### config.mk
export PLATFORM = sky130hd
export DESIGN_NAME = ksi_seq
export DESIGN_NICKNAME = d
export VERILOG_FILES = /design/src/rtl/ksi_pkg.sv /design/src/rtl/ksi_shreg.sv /design/src/rtl/ksi_downcnt.sv /design/src/rtl/ksi_fsm.sv /design/src/rtl/ksi_seq.sv
export SDC_FILE = /design/constraint.sdc
export NUM_CORES = 1
export LEC_CHECK = 0
export CORE_AREA = 2 2 142 213
export DETAILED_ROUTE_END_ITERATION = 10
export DIE_AREA = 0 0 144 215
export GPL_TIMING_DRIVEN = 0
export PLACE_DENSITY = 0.78
export SYNTH_ARGS = -nofsm -noshare
export SYNTH_HDL_FRONTEND = slang
export SYNTH_SLANG_ARGS = --single-unit
### constraint.sdc
create_clock -name clk -period 2.1 [get_ports clk]
set_input_delay 0.21 -clock clk [delete_from_list [all_inputs] [get_ports clk]]
set_output_delay 0.21 -clock clk [all_outputs]
set_load 0.05 [all_outputs]
### src/rtl/ksi_pkg.sv
package ksi_pkg;

    localparam int KSI_KEY_BITS   = 80;
    localparam int KSI_IV_MAX     = 80;
    localparam int KSI_PRE_ROUNDS = 100;

    typedef enum logic [2:0] {
        ST_IDLE,
        ST_CLEAR,
        ST_IV,
        ST_KEY,
        ST_PRE,
        ST_RUN
    } ksi_state_e;

endpackage

### src/rtl/ksi_shreg.sv
// Left-shifting bit source: parallel load, then one bit per shift, MSB first.
module ksi_shreg #(
    parameter int W = 80
) (
    input  logic         clk,
    input  logic         rst_n,
    input  logic         load_i,
    input  logic [W-1:0] data_i,
    input  logic         shift_i,
    output logic         msb_o
);

    logic [W-1:0] sh_q;

    always_ff @(posedge clk or negedge rst_n) begin
        if (!rst_n) begin
            sh_q <= '0;
        end else if (load_i) begin
            sh_q <= data_i;
        end else if (shift_i) begin
            sh_q <= {sh_q[W-2:0], 1'b0};
        end
    end

    assign msb_o = sh_q[W-1];

endmodule

### src/rtl/ksi_downcnt.sv
// Loadable down counter; last_o flags the final counted cycle.
module ksi_downcnt #(
    parameter int W = 7
) (
    input  logic         clk,
    input  logic         rst_n,
    input  logic         load_i,
    input  logic [W-1:0] val_i,
    input  logic         dec_i,
    output logic         last_o
);

    logic [W-1:0] cnt_q;

    always_ff @(posedge clk or negedge rst_n) begin
        if (!rst_n) begin
            cnt_q <= '0;
        end else if (load_i) begin
            cnt_q <= val_i;
        end else if (dec_i && (cnt_q != '0)) begin
            cnt_q <= cnt_q - 1'b1;
        end
    end

    assign last_o = (cnt_q == W'(1));

endmodule

### src/rtl/ksi_fsm.sv
module ksi_fsm
    import ksi_pkg::*;
(
    input  logic       clk,
    input  logic       rst_n,
    input  logic       start_i,
    input  logic       iv_none_i,
    input  logic       data_last_i,
    input  logic       pre_last_i,
    output ksi_state_e state_o
);

    ksi_state_e st_q;
    ksi_state_e st_d;

    always_ff @(posedge clk or negedge rst_n) begin
        if (!rst_n) begin
            st_q <= ST_IDLE;
        end else begin
            st_q <= st_d;
        end
    end

    always_comb begin
        st_d = st_q;
        if (start_i) begin
            st_d = ST_CLEAR;
        end else begin
            unique case (st_q)
                ST_IDLE:  st_d = ST_IDLE;
                ST_CLEAR: st_d = iv_none_i ? ST_KEY : ST_IV;
                ST_IV:    if (data_last_i) st_d = ST_KEY;
                ST_KEY:   if (data_last_i) st_d = ST_PRE;
                ST_PRE:   if (pre_last_i)  st_d = ST_RUN;
                ST_RUN:   st_d = ST_RUN;
                default:  st_d = ST_IDLE;
            endcase
        end
    end

    assign state_o = st_q;

endmodule

### src/rtl/ksi_seq.sv
module ksi_seq
    import ksi_pkg::*;
#(
    parameter int KEY_W  = KSI_KEY_BITS,
    parameter int IV_W   = KSI_IV_MAX,
    parameter int PRE_N  = KSI_PRE_ROUNDS,
    parameter int LEN_W  = $clog2(IV_W + 1)
) (
    input  logic             clk,
    input  logic             rst_n,
    input  logic             start_i,
    input  logic [KEY_W-1:0] key_i,
    input  logic [IV_W-1:0]  iv_i,
    input  logic [LEN_W-1:0] iv_len_i,
    output logic             clear_o,
    output logic             step_o,
    output logic             bit_o,
    output logic             mix_o,
    output logic             ready_o
);

    localparam int DMAX   = (KEY_W > IV_W) ? KEY_W : IV_W;
    localparam int DCNT_W = $clog2(DMAX + 1);
    localparam int PCNT_W = $clog2(PRE_N + 1);

    ksi_state_e      state;
    logic [LEN_W-1:0] len_eff;
    logic [IV_W-1:0]  iv_aligned;
    logic             iv_none_q;
    logic             iv_msb;
    logic             key_msb;
    logic             data_last;
    logic             pre_last;
    logic             dcnt_load;
    logic [DCNT_W-1:0] dcnt_val;
    logic             pcnt_load;

    // Clamp the IV length and left-align the used bits so they leave MSB first.
    assign len_eff    = (iv_len_i > LEN_W'(IV_W)) ? LEN_W'(IV_W) : iv_len_i;
    assign iv_aligned = iv_i << (LEN_W'(IV_W) - len_eff);

    always_ff @(posedge clk or negedge rst_n) begin
        if (!rst_n) begin
            iv_none_q <= 1'b0;
        end else if (start_i) begin
            iv_none_q <= (len_eff == '0);
        end
    end

    ksi_fsm u_fsm (
        .clk         (clk),
        .rst_n       (rst_n),
        .start_i     (start_i),
        .iv_none_i   (iv_none_q),
        .data_last_i (data_last),
        .pre_last_i  (pre_last),
        .state_o     (state)
    );

    ksi_shreg #(.W(IV_W)) u_iv_sh (
        .clk     (clk),
        .rst_n   (rst_n),
        .load_i  (start_i),
        .data_i  (iv_aligned),
        .shift_i (state == ST_IV),
        .msb_o   (iv_msb)
    );

    ksi_shreg #(.W(KEY_W)) u_key_sh (
        .clk     (clk),
        .rst_n   (rst_n),
        .load_i  (start_i),
        .data_i  (key_i),
        .shift_i (state == ST_KEY),
        .msb_o   (key_msb)
    );

    // Data counter: IV length at start, key width on entry to key absorption.
    always_comb begin
        dcnt_load = 1'b0;
        dcnt_val  = DCNT_W'(KEY_W);
        if (start_i) begin
            dcnt_load = 1'b1;
            dcnt_val  = DCNT_W'(len_eff);
        end else if ((state == ST_CLEAR && iv_none_q) ||
                     (state == ST_IV && data_last)) begin
            dcnt_load = 1'b1;
        end
    end

    ksi_downcnt #(.W(DCNT_W)) u_dcnt (
        .clk    (clk),
        .rst_n  (rst_n),
        .load_i (dcnt_load),
        .val_i  (dcnt_val),
        .dec_i  ((state == ST_IV) || (state == ST_KEY)),
        .last_o (data_last)
    );

    assign pcnt_load = !start_i && (state == ST_KEY) && data_last;

    ksi_downcnt #(.W(PCNT_W)) u_pcnt (
        .clk    (clk),
        .rst_n  (rst_n),
        .load_i (pcnt_load),
        .val_i  (PCNT_W'(PRE_N)),
        .dec_i  (state == ST_PRE),
        .last_o (pre_last)
    );

    // Output decode from the state alone.
    always_comb begin
        clear_o = 1'b0;
        step_o  = 1'b0;
        bit_o   = 1'b0;
        mix_o   = 1'b0;
        ready_o = 1'b0;
        unique case (state)
            ST_IDLE:  ;
            ST_CLEAR: clear_o = 1'b1;
            ST_IV: begin
                step_o = 1'b1;
                mix_o  = 1'b1;
                bit_o  = iv_msb;
            end
            ST_KEY: begin
                step_o = 1'b1;
                mix_o  = 1'b1;
                bit_o  = key_msb;
            end
            ST_PRE: begin
                step_o = 1'b1;
                mix_o  = 1'b1;
            end
            ST_RUN: begin
                step_o  = 1'b1;
                ready_o = 1'b1;
            end
            default: ;
        endcase
    end

endmodule

==> out/metrics.csv, run 1 <==
stage;metric;value;unit
synthesis;Yosys top cell by area;dfrtp_1;
status;status;aborted with a tool error;
synthesis;post-synthesis cell area;15200;um2
placed_design;post-DP HPWL;65.84;mm
clock_tree;clock sink count;178;
global_routing;pin count of the biggest net entering global routing;123;
clock_tree;CTS root buf;clkbuf_16;
clock_tree;TritonCTS buffer count;17;
status;Exit stage;global routing (5_1_grt);
synthesis;Mapped Cells;1883;
synthesis;Yosys reg bits;178;
die;IO Pins;175;
synthesis;Synth top area share;29.31;%
global_routing;total grt overflow;168;
synthesis;Primary FF master, synth;dfrtp_1;
global_routing;vias in the first global route;22410;
synthesis;EDFF count, synth;0;
synthesis;Post-synth ARST share;100.0;%
synthesis;Synth cell types;84;
synthesis;synth top area cells;dfrtp_1 29%, mux2i_1 11%, nand2_1 7.3%;
status;Run Error;[ERROR GRT-0116] Global routing finished with congestion. Check the congestion regions in the DRC Viewer.;
die;Die W;144;um
global_routing;first-pass GRT wire length;159.0;mm
die;Starting Density;52.07;%
placed_design;GP Congestion;1.179;
placed_design;Port Buffers;173;
global_routing;Tot GR Track Use;69.10;%
synthesis;sequential share of the synthesized area;29.31;%
synthesis;syn_nets;2059;
clock_tree;clock buffer depth;2;
synthesis;Ys Warns;0;
synthesis;syn_area_per_cell;8.072;um2
die;Die H;215;um
die;row cnt;77;
placed_design;placed cells;2452;
clock_tree;H-tree Lvls;4;
per-stage QoR:
stage | hold slack, ns | instance area (um2) | setup slack [ns] | setup TNS (ns)
2_1_floorplan | -0.08559 | 15470 | -1.413 | -94.12
3_3_place_gp | 0.4715 | 17700 | -6.118 | -1405.52
3_5_place_dp | 0.1653 | 17730 | -4.275 | -333.55
4_1_cts | 0.2766 | 21060 | -1.321 | -88.67
kinds of logic after synthesis:
kind of cell / after synthesis / synth area share (%)
AOI/OAI and AO/OA: 627 / 27.82
and+or+nand+nor: 627 / 17.84
muxes: 224 / 17.72
buffers and inverters: 210 / 6.133
DFF: 178 / 29.31
xor gates and xnor gates: 11 / 0.6832
adders and majority gates: 6 / 0.4939
repair_timing:
action                                 CTS
buffers inserted                       101
hold buffers                             1
endpoints found under the hold margin   56
setup endpoints to repair              178
cloned                                   1
gates resized for setup                451
pin swaps                              116
metal layers:
metal	track usage, %	overflow
met1	69.40	0
met2	90.16	91
met3	46.30	1
met4	71.67	76
met5	2.632	0
cell usage after synthesis (all sizes together), types with 21 or more instances:
cell	instances
buf	80
mux2i	169
dfrtp	178
o211ai	56
a31oi	24
inv	35
nand3	61
mux4	34
o22ai	54
a21oi	112
clkbuf	95
nor3	25
o2111ai	24
nor2	171
o21ai	148
a32oi	22
mux2	21
nand2	294
o21a	26
==> inputs of run 2 (changes only) <==
--- a/config.mk
+++ b/config.mk
@@ -5,11 +5,11 @@
 export SDC_FILE = /design/constraint.sdc
 export NUM_CORES = 1
 export LEC_CHECK = 0
-export CORE_AREA = 2 2 142 213
+export CORE_AREA = 2 2 198 200
 export DETAILED_ROUTE_END_ITERATION = 10
-export DIE_AREA = 0 0 144 215
+export DIE_AREA = 0 0 200 202
 export GPL_TIMING_DRIVEN = 0
-export PLACE_DENSITY = 0.78
+export PLACE_DENSITY_LB_ADDON = 0.15
 export SYNTH_ARGS = -nofsm -noshare
 export SYNTH_HDL_FRONTEND = slang
 export SYNTH_SLANG_ARGS = --single-unit
==> constraint.sdc (replaced) <==
create_clock -name clk -period 2.75 [get_ports clk]
set_input_delay 0.275 -clock clk [delete_from_list [all_inputs] [get_ports clk]]
set_output_delay 0.275 -clock clk [all_outputs]
set_load 0.05 [all_outputs]
==> run 2 against run 1 <==
The flow now finishes, with violations (setup timing). Synthesized cell count stayed put. Synthesized area stayed put.
==> out/metrics.csv, run 2 <==
stage;metric;value;unit;change
status;status;complete, but fails checks;;
status;failing checks;setup timing;;
setup_path;most frequent CP cell;buf_12;;
setup_path;critical path capture point type;register;;
timing;Max-slew headroom;32.54;%;
detailed_routing;max layer used;met5;;
placed_design;GP Congestion;1.053;;-11%
synthesis;count leader, synth;nand2_1;;
cells_and_area;Final nets;2413;;
detailed_routing;Met1 Wirelength;32.98;mm;
setup_path;Max stage delay on crit path;0.48;ns;
clock_tree;TritonCTS buffer count;17;;unchanged
clock_tree;CTS root buf;clkbuf_16;;
setup_path;startpoint types;input port;;
synthesis;EDFF count, synth;0;;unchanged
placed_design;post-DP HPWL;65.65;mm;-0.28%
detailed_routing;drt via density;6.880;;
timing;Final Hold Viols;0;;
timing;Final Max Slew Viols;0;;
cells_and_area;Antenna Cells;0;;
cells_and_area;most frequent cells in the layout;271 x nand2_1, 178 x dfrtp_1, 167 x clkdlybuf4s50_1;;
synthesis;syn_area_per_cell;8.072;um2;unchanged
cells_and_area;area grow syn2layout;48.24;%;
setup_path;Max FO, Critical Path;10;;
detailed_routing;final WL;89.71;mm;
timing;skew final;0.01543;ns;
global_routing;total grt overflow;0;;
setup_path;crit path DAT;3.85;ns;
detailed_routing;Residual DRC;0;;
die;Core Area;38290;um2;
die;Die W;200;um;+39%
clock_tree;clock sink count;178;;unchanged
synthesis;Post-synth ARST share;100.0;%;unchanged
timing;Tmin final;3.491;ns;
clock_tree;clock buffer depth;2;;unchanged
setup_path;WP data required;3.11;ns;
min_path;Min-Delay Path Class;input port to register;;
detailed_routing;Iter 0 DRT Violations;2752;;
timing;total negative slack;-44.29;ns;
die;Starting Density;39.70;%;-12 points
cells_and_area;Largest regs;u_iv_sh.sh_q: 80 flops, u_key_sh.sh_q: 80 flops;;
detailed_routing;Post-DRT Antenna Nets;0;;
synthesis;post-synthesis cell area;15200;um2;unchanged
synthesis;Synth cell types;84;;unchanged
synthesis;Ys Warns;0;;unchanged
global_routing;first-pass GRT wire length;124.7;mm;
clock_tree;CTS tree;done;;
cells_and_area;layout cells sized above 1;29.96;%;
detailed_routing;Initial DRT Pass Iterations;6;;
detailed_routing;per-cell routed wire length;32.41;um;
clock_tree;Worst-path clk slew;0.08;ns;
placed_design;Port Buffers;173;;unchanged
clock_tree;H-tree Lvls;4;;unchanged
synthesis;sequential share of the synthesized area;29.31;%;unchanged
die;Die H;202;um;-6.0%
global_routing;vias in the first global route;18180;;
setup_path;Crit Path Class;input port to register;;
job;Max-Cap Viols;0;;
setup_path;crit path cell chain;buf_8, o21a_1, buf_6, nor2_8, clkinv_4, buf_12, buf_12, ha_4, buf_12, nand2b_4, buf_12, o211ai_4, clkbuf_8, buf_6, mux2i_2, a21oi_1, nor2_1, a31oi_1, o32a_1;;
die;row cnt;72;;-6.5%
timing;setup ws final;-0.7406;ns;
synthesis;Yosys top cell by area;dfrtp_1;;
detailed_routing;WL met2;37.77;mm;
synthesis;Mapped Cells;1883;;unchanged
clock_tree;Skew-Pair Late Insertion Delay;0.48;ns;
cells_and_area;most common cell after layout, fill and taps aside;nand2_1;;
timing;final setup fails;80;;
cells_and_area;cell area after layout;22530;um2;
global_routing;Tot GR Track Use;43.27;%;
power;Leakage;9.265;nW;
timing;fmax;0.2865;GHz;
synthesis;most frequent cells after synthesis;294 x nand2_1, 178 x dfrtp_1, 170 x nor2_1;;
setup_path;CP max-delay cell;o32a_1;;
timing;Least-Margin Pin Slew;1.012;ns;
power;Pwr Total;12.67;mW;
placed_design;Area after DPL;17880;um2;+0.87%
die;die area;40400;um2;
synthesis;Yosys reg bits;178;;unchanged
placed_design;DP Worst Slack;-3.079;ns;+1.195 ns
synthesis;Synth top area share;29.31;%;unchanged
power;Peak supply drop;556.0;uV;
synthesis;synth top area cells;dfrtp_1 29%, mux2i_1 11%, nand2_1 7.3%;;
timing;RSZ-0062 raised after global routing;true;;
die;IO Pins;175;;unchanged
timing;final worst path period share;126.9;%;
detailed_routing;Via Count;19050;;
synthesis;syn_nets;2059;;unchanged
synthesis;Primary FF master, synth;dfrtp_1;;
global_routing;pin count of the biggest net entering global routing;104;;
detailed_routing;wire length on met3;12.43;mm;
global_routing;antenna violations before repair;3;;
power;P per Cell Area;562.4;nW/um2;
run 2: layer usage:
| layer | global-route usage [%] | up-vias |
|---|---|---|
| met3 | 14.93 | 412 |
| met5 | 0 | - |
| met4 | 26.19 | 6 |
| met1 | 54.06 | 9239 |
| li1 | - | 7756 |
| met2 | 64.05 | 1632 |
run 2: final timing paths:
path	slack, ns	endpoint	start	cells past startpoint
min in group asynchronous	0.38	u_key_sh.sh_q[4]	rst_n	2
max	-0.74	u_iv_sh.sh_q[79]	iv_len_i[5]	19
min reg2reg	0.49	u_iv_sh.sh_q[25]	u_iv_sh.sh_q[25]	1
min	0.33	u_dcnt.cnt_q[5]	iv_len_i[5]	4
max reg2reg	-0.27	u_iv_sh.sh_q[48]	u_fsm.state_o[2]	8
max in group asynchronous	1.36	u_iv_sh.sh_q[70]	rst_n	3
run 2: repair_timing:
item                                    4_1_cts  5_1_grt
hold buffers                                  1        0
hold endpoints to repair                     75        0
cloned                                        3        4
endpoints found under the setup margin       82      149
buffers inserted                             88       73
gates resized for setup                     345      257
pin swaps                                   101      123
run 2: area by class of cell:
type	count	area [um2]
tap	518	648.1
timing repair buffer	338	3457
clock buffer	21	480.5
clock inverter	11	131.4
multi-input combinational	1496	12080
buffer	171	1146
fill	3464	15760
inverter	35	138.9
sequential	178	4454
run 2: metrics by stage:
| stage | hold slack, ns | cells | utilization, % |
|---|---|---|---|
| after floorplan | -0.02059 | 1883 | - |
| after global placement | 0.4729 | 2574 | 46.62 |
| after detailed placement | 0.2828 | 2575 | 46.71 |
| after CTS | 0.3147 | 2696 | 54.27 |
| after global routing | 0.3552 | 2768 | 58.85 |
| final | 0.3348 | 2768 | 58.85 |
run 2: cell families after synthesis:
logic type      Yosys count  share of synthesized area (%)
compound gates          627                          27.82
mux                     224                          17.72
simple gates            627                          17.84
flops                   178                          29.31
xor+xnor                 11                         0.6832
buf+inv                 210                          6.133
fa+ha+maj                 6                         0.4939
run 2: worst max-delay path, delay by kind of cell:
| family | cells | cell delay (ns) |
|---|---|---|
| AND/OR/NAND/NOR | 3 | 0.39 |
| buffers and inverters | 9 | 1.37 |
| AO/OA/AOI/OAI | 5 | 1.25 |
| multiplexers | 1 | 0.38 |
| adder cells (fa/ha/maj) | 1 | 0.16 |
run 2: where the power goes:
part / internal [mW] / switching, mW / total, mW
Clock: 1.38 / 1.19 / 2.57
Combinational: 2.81 / 4.01 / 6.83
Sequential: 3.01 / 0.260 / 3.27
Note: power is estimated with default switching activity, not from simulation.
==> inputs of run 3 (changes only) <==
--- a/config.mk
+++ b/config.mk
@@ -5,11 +5,12 @@
 export SDC_FILE = /design/constraint.sdc
 export NUM_CORES = 1
 export LEC_CHECK = 0
-export CORE_AREA = 2 2 198 200
+export CORE_AREA = 2 2 203 205
 export DETAILED_ROUTE_END_ITERATION = 10
-export DIE_AREA = 0 0 200 202
+export DIE_AREA = 0 0 205 207
 export GPL_TIMING_DRIVEN = 0
 export PLACE_DENSITY_LB_ADDON = 0.15
 export SYNTH_ARGS = -nofsm -noshare
 export SYNTH_HDL_FRONTEND = slang
+export SYNTH_HIERARCHICAL = 1
 export SYNTH_SLANG_ARGS = --single-unit
==> constraint.sdc (replaced) <==
create_clock -name clk -period 4.3 [get_ports clk]
set_input_delay 0.43 -clock clk [delete_from_list [all_inputs] [get_ports clk]]
set_output_delay 0.43 -clock clk [all_outputs]
set_load 0.05 [all_outputs]
==> run 3 against run 2 <==
The flow now finishes without violations. First-iteration DRC count decreased by 45%. Sequential power shrank 36%. Clock power shrank 38%. Largest power group unchanged.
==> out/metrics.csv, run 3 <==
stage;metric;value;unit;change
status;status;finished, final reports clean;;
global_routing;Tot GR Track Use;32.50;%;-11 points
setup_path;crit path DAT;4.63;ns;+0.78 ns
cells_and_area;final core occ;50.22;%;-8.6 points
cells_and_area;area grow syn2layout;27.86;%;
setup_path;critical path capture point type;register;;
power;Leakage;8.232;nW;-11%
setup_path;Crit Path Class;input port to register;;
clock_tree;TritonCTS buffer count;17;;unchanged
timing;Tmin final;4.243;ns;
synthesis;Yosys reg bits;178;;unchanged
placed_design;GP Congestion;1.012;;-3.9%
setup_path;Worst R2R Setup Slack;1.07;ns;+1.34 ns
placed_design;Area after DPL;18330;um2;+2.5%
clock_tree;CTS root buf;clkbuf_16;;
timing;Final Max Slew Viols;0;;unchanged
power;P per Cell Area;347.5;nW/um2;-38%
synthesis;count leader, synth;nand2_1;;
detailed_routing;final WL;69.44;mm;-23%
detailed_routing;Residual DRC;0;;unchanged
clock_tree;CTS tree;done;;
detailed_routing;Iter 0 DRT Violations;1516;;-45%
cells_and_area;area of the multi-input gates;10880;um2;-9.9%
timing;Final Hold Viols;0;;unchanged
synthesis;Primary FF master, synth;dfrtp_1;;
synthesis;Mapped Cells;1901;;+0.96%
power;switching share of total power;41.08;%;-2.0 points
synthesis;sequential share of the synthesized area;28.09;%;-1.2 points
synthesis;post-synthesis cell area;15860;um2;+4.3%
detailed_routing;Via Count;16480;;-13%
synthesis;synth top area cells;dfrtp_1 28%, mux2i_1 17%, nand2_1 9.2%;;
power;sw power;2.894;mW;-47%
cells_and_area;cell area after layout;20270;um2;-10%
synthesis;syn_area_per_cell;8.340;um2;+3.3%
clock_tree;H-tree Lvls;4;;unchanged
synthesis;EDFF count, synth;0;;unchanged
timing;Max-slew headroom;32.12;%;-0.42 points
detailed_routing;Initial DRT Pass Iterations;6;;unchanged
die;Die H;207;um;+2.5%
power;clock share of power;22.8;%;+2.5 points
placed_design;post-DP HPWL;53.86;mm;-18%
synthesis;Post-synth ARST share;100.0;%;unchanged
global_routing;pin count of the biggest net entering global routing;109;;+4.8%
clock_tree;clock sink count;178;;unchanged
power;Internal;4.151;mW;-42%
die;die area;42440;um2;+5.0%
die;IO Pins;175;;unchanged
detailed_routing;per-cell routed wire length;25.74;um;-21%
cells_and_area;Final nets;2328;;-3.5%
cells_and_area;fin cells;2698;;-2.5%
cells_and_area;fill count;3937;;+14%
setup_path;startpoint types;input port;;
clock_tree;clock buffer depth;2;;unchanged
timing;final worst path period share;98.68;%;
die;row cnt;74;;+2.8%
detailed_routing;drt via density;6.109;;-11%
synthesis;Synth cell types;84;;unchanged
clock_tree;Worst-path clk slew;0.08;ns;about the same
global_routing;first-pass GRT wire length;103.4;mm;-17%
min_path;Min-Delay Path Class;input port to async pin;;
timing;skew final;0.01308;ns;-0.002350 ns
cells_and_area;flip-flop and latch area;4454;um2;unchanged
cells_and_area;layout cells sized above 1;20.48;%;-9.5 points
cells_and_area;most common cell after layout, fill and taps aside;nand2_1;;
die;Starting Density;39.28;%;-0.42 points
cells_and_area;Largest regs;u_iv_sh/sh_q: 80 flops, u_key_sh/sh_q: 80 flops;;
power;Pwr Total;7.045;mW;-44%
setup_path;Max FO, Critical Path;10;;unchanged
placed_design;placed cells;2614;;+1.5%
die;Core Area;40370;um2;+5.4%
die;Die W;205;um;+2.5%
power;Peak supply drop;389.2;uV;-30%
clock_tree;Skew-Pair Late Insertion Delay;0.46;ns;-0.02 ns
cells_and_area;most frequent cells in the layout;382 x nand2_1, 255 x mux2i_1, 178 x dfrtp_1;;
job;Max-Cap Viols;0;;unchanged
timing;Least-Margin Pin Slew;1.014;ns;+0.002574 ns
timing;total negative slack;0;ns;+44.29 ns
global_routing;total grt overflow;0;;unchanged
synthesis;Yosys top cell by area;dfrtp_1;;
power;Comb pwr share;47.7;%;-6.2 points
detailed_routing;Post-DRT Antenna Nets;0;;unchanged
placed_design;Port Buffers;173;;unchanged
synthesis;Synth top area share;28.09;%;-1.2 points
timing;final setup fails;0;;-100%
global_routing;vias in the first global route;16430;;-9.7%
global_routing;antenna violations before repair;0;;-3
synthesis;most frequent cells after synthesis;388 x nand2_1, 274 x mux2i_1, 178 x dfrtp_1;;
setup_path;WP data required;4.69;ns;+1.58 ns
power;sequential power share;29.5;%;+3.7 points
synthesis;Ys Warns;6;;+6
timing;fmax;0.2357;GHz;
==> run 3: what timing repair did <==
action / 4_1_cts / 5_1_grt
endpoints found under the setup margin: 80 / 64
resized for setup: 196 / 32
hold endpoints to repair: 70 / 0
hold buffers: 1 / 0
pin swaps: 25 / 5
buffers inserted: 46 / 3
==> run 3: critical path, stage by stage <==
cell	delay, ns
dlygate4sd2_1	0.28
buf_6	0.16
o21ai_2	0.16
and2_1	0.17
buf_6	0.15
inv_4	0.08
buf_12	0.14
buf_12	0.14
buf_6	0.15
ha_1	0.23
buf_12	0.16
xnor2_4	0.18
buf_12	0.15
buf_8	0.14
buf_6	0.19
nand2_1	0.08
a21oi_1	0.19
nor3_2	0.07
buf_4	0.15
buf_4	0.14
mux2_2	0.32
mux2i_2	0.22
nand2_1	0.19
o211ai_1	0.17
nand2_1	0.09
o21ai_1	0.07
==> run 3: cell families (layout without fill, tap and decap cells) <==
logic type / Yosys count / count (layout) / synth area share [%]
and+or+nand+nor: 681 / 681 / 18.58
AOI/OAI and AO/OA: 513 / 513 / 22.20
muxes: 332 / 332 / 22.36
buffers and inverters: 183 / 440 / 7.702
DFF: 178 / 178 / 28.09
adders and majority gates: 8 / 8 / 0.6313
xor gates and xnor gates: 4 / 4 / 0.3867
other: 2 / 10 / 0.04737
==> run 3: layer usage <==
metal  routed length, um  track usage [%]
met1               29360            42.92
met2               31610            51.75
met3                5945            7.347
met4                2527            12.13
met5                   0                0
==> run 3: final timing paths <==
path | startpoint | cells after the start | end
max in group asynchronous | rst_n | 3 | u_iv_sh/sh_q[71]
min in group clk | key_i[0] | 3 | u_key_sh/sh_q[0]
max reg2reg | u_dcnt/cnt_q[3] | 8 | u_pcnt/cnt_q[4]
min | rst_n | 2 | u_pcnt/cnt_q[3]
min reg2reg | u_key_sh/sh_q[0] | 2 | u_key_sh/sh_q[0]
max | iv_len_i[5] | 26 | u_iv_sh/sh_q[53]
==> run 3: cell type report <==
class                   count  share of cell area [%]
clock buffers              18                   2.117
flip-flops and latches    178                   21.97
diodes                      3                 0.03703
multi-input cells        1545                   53.69
well taps                 532                   3.283
repair buffers            226                   10.81
plain buffers             163                   6.869
inverters                  19                  0.3826
clock inverters            14                  0.8455
==> run 3: through the flow <==
| step | setup slack [ns] | hold WS (ns) |
|---|---|---|
| finish | 0.05697 | 0.4971 |
| global route | -0.01564 | 0.4979 |
| CTS | 0.04728 | 0.4769 |
| detailed placement | -2.283 | 0.4267 |
| global placement | -4.629 | 0.5277 |
| floorplan | 0.5089 | 0.1344 |
==> run 3: power by group through the flow <==
stage / sequential, mW / combinational [mW] / clock [mW]
finish: 2.08 / 3.36 / 1.60
CTS: 2.08 / 3.23 / 1.66
global placement: 2.10 / 2.86 / 0
floorplan: 2.05 / 1.78 / 0
detailed placement: 2.11 / 2.86 / 0
global route: 2.11 / 3.52 / 1.73
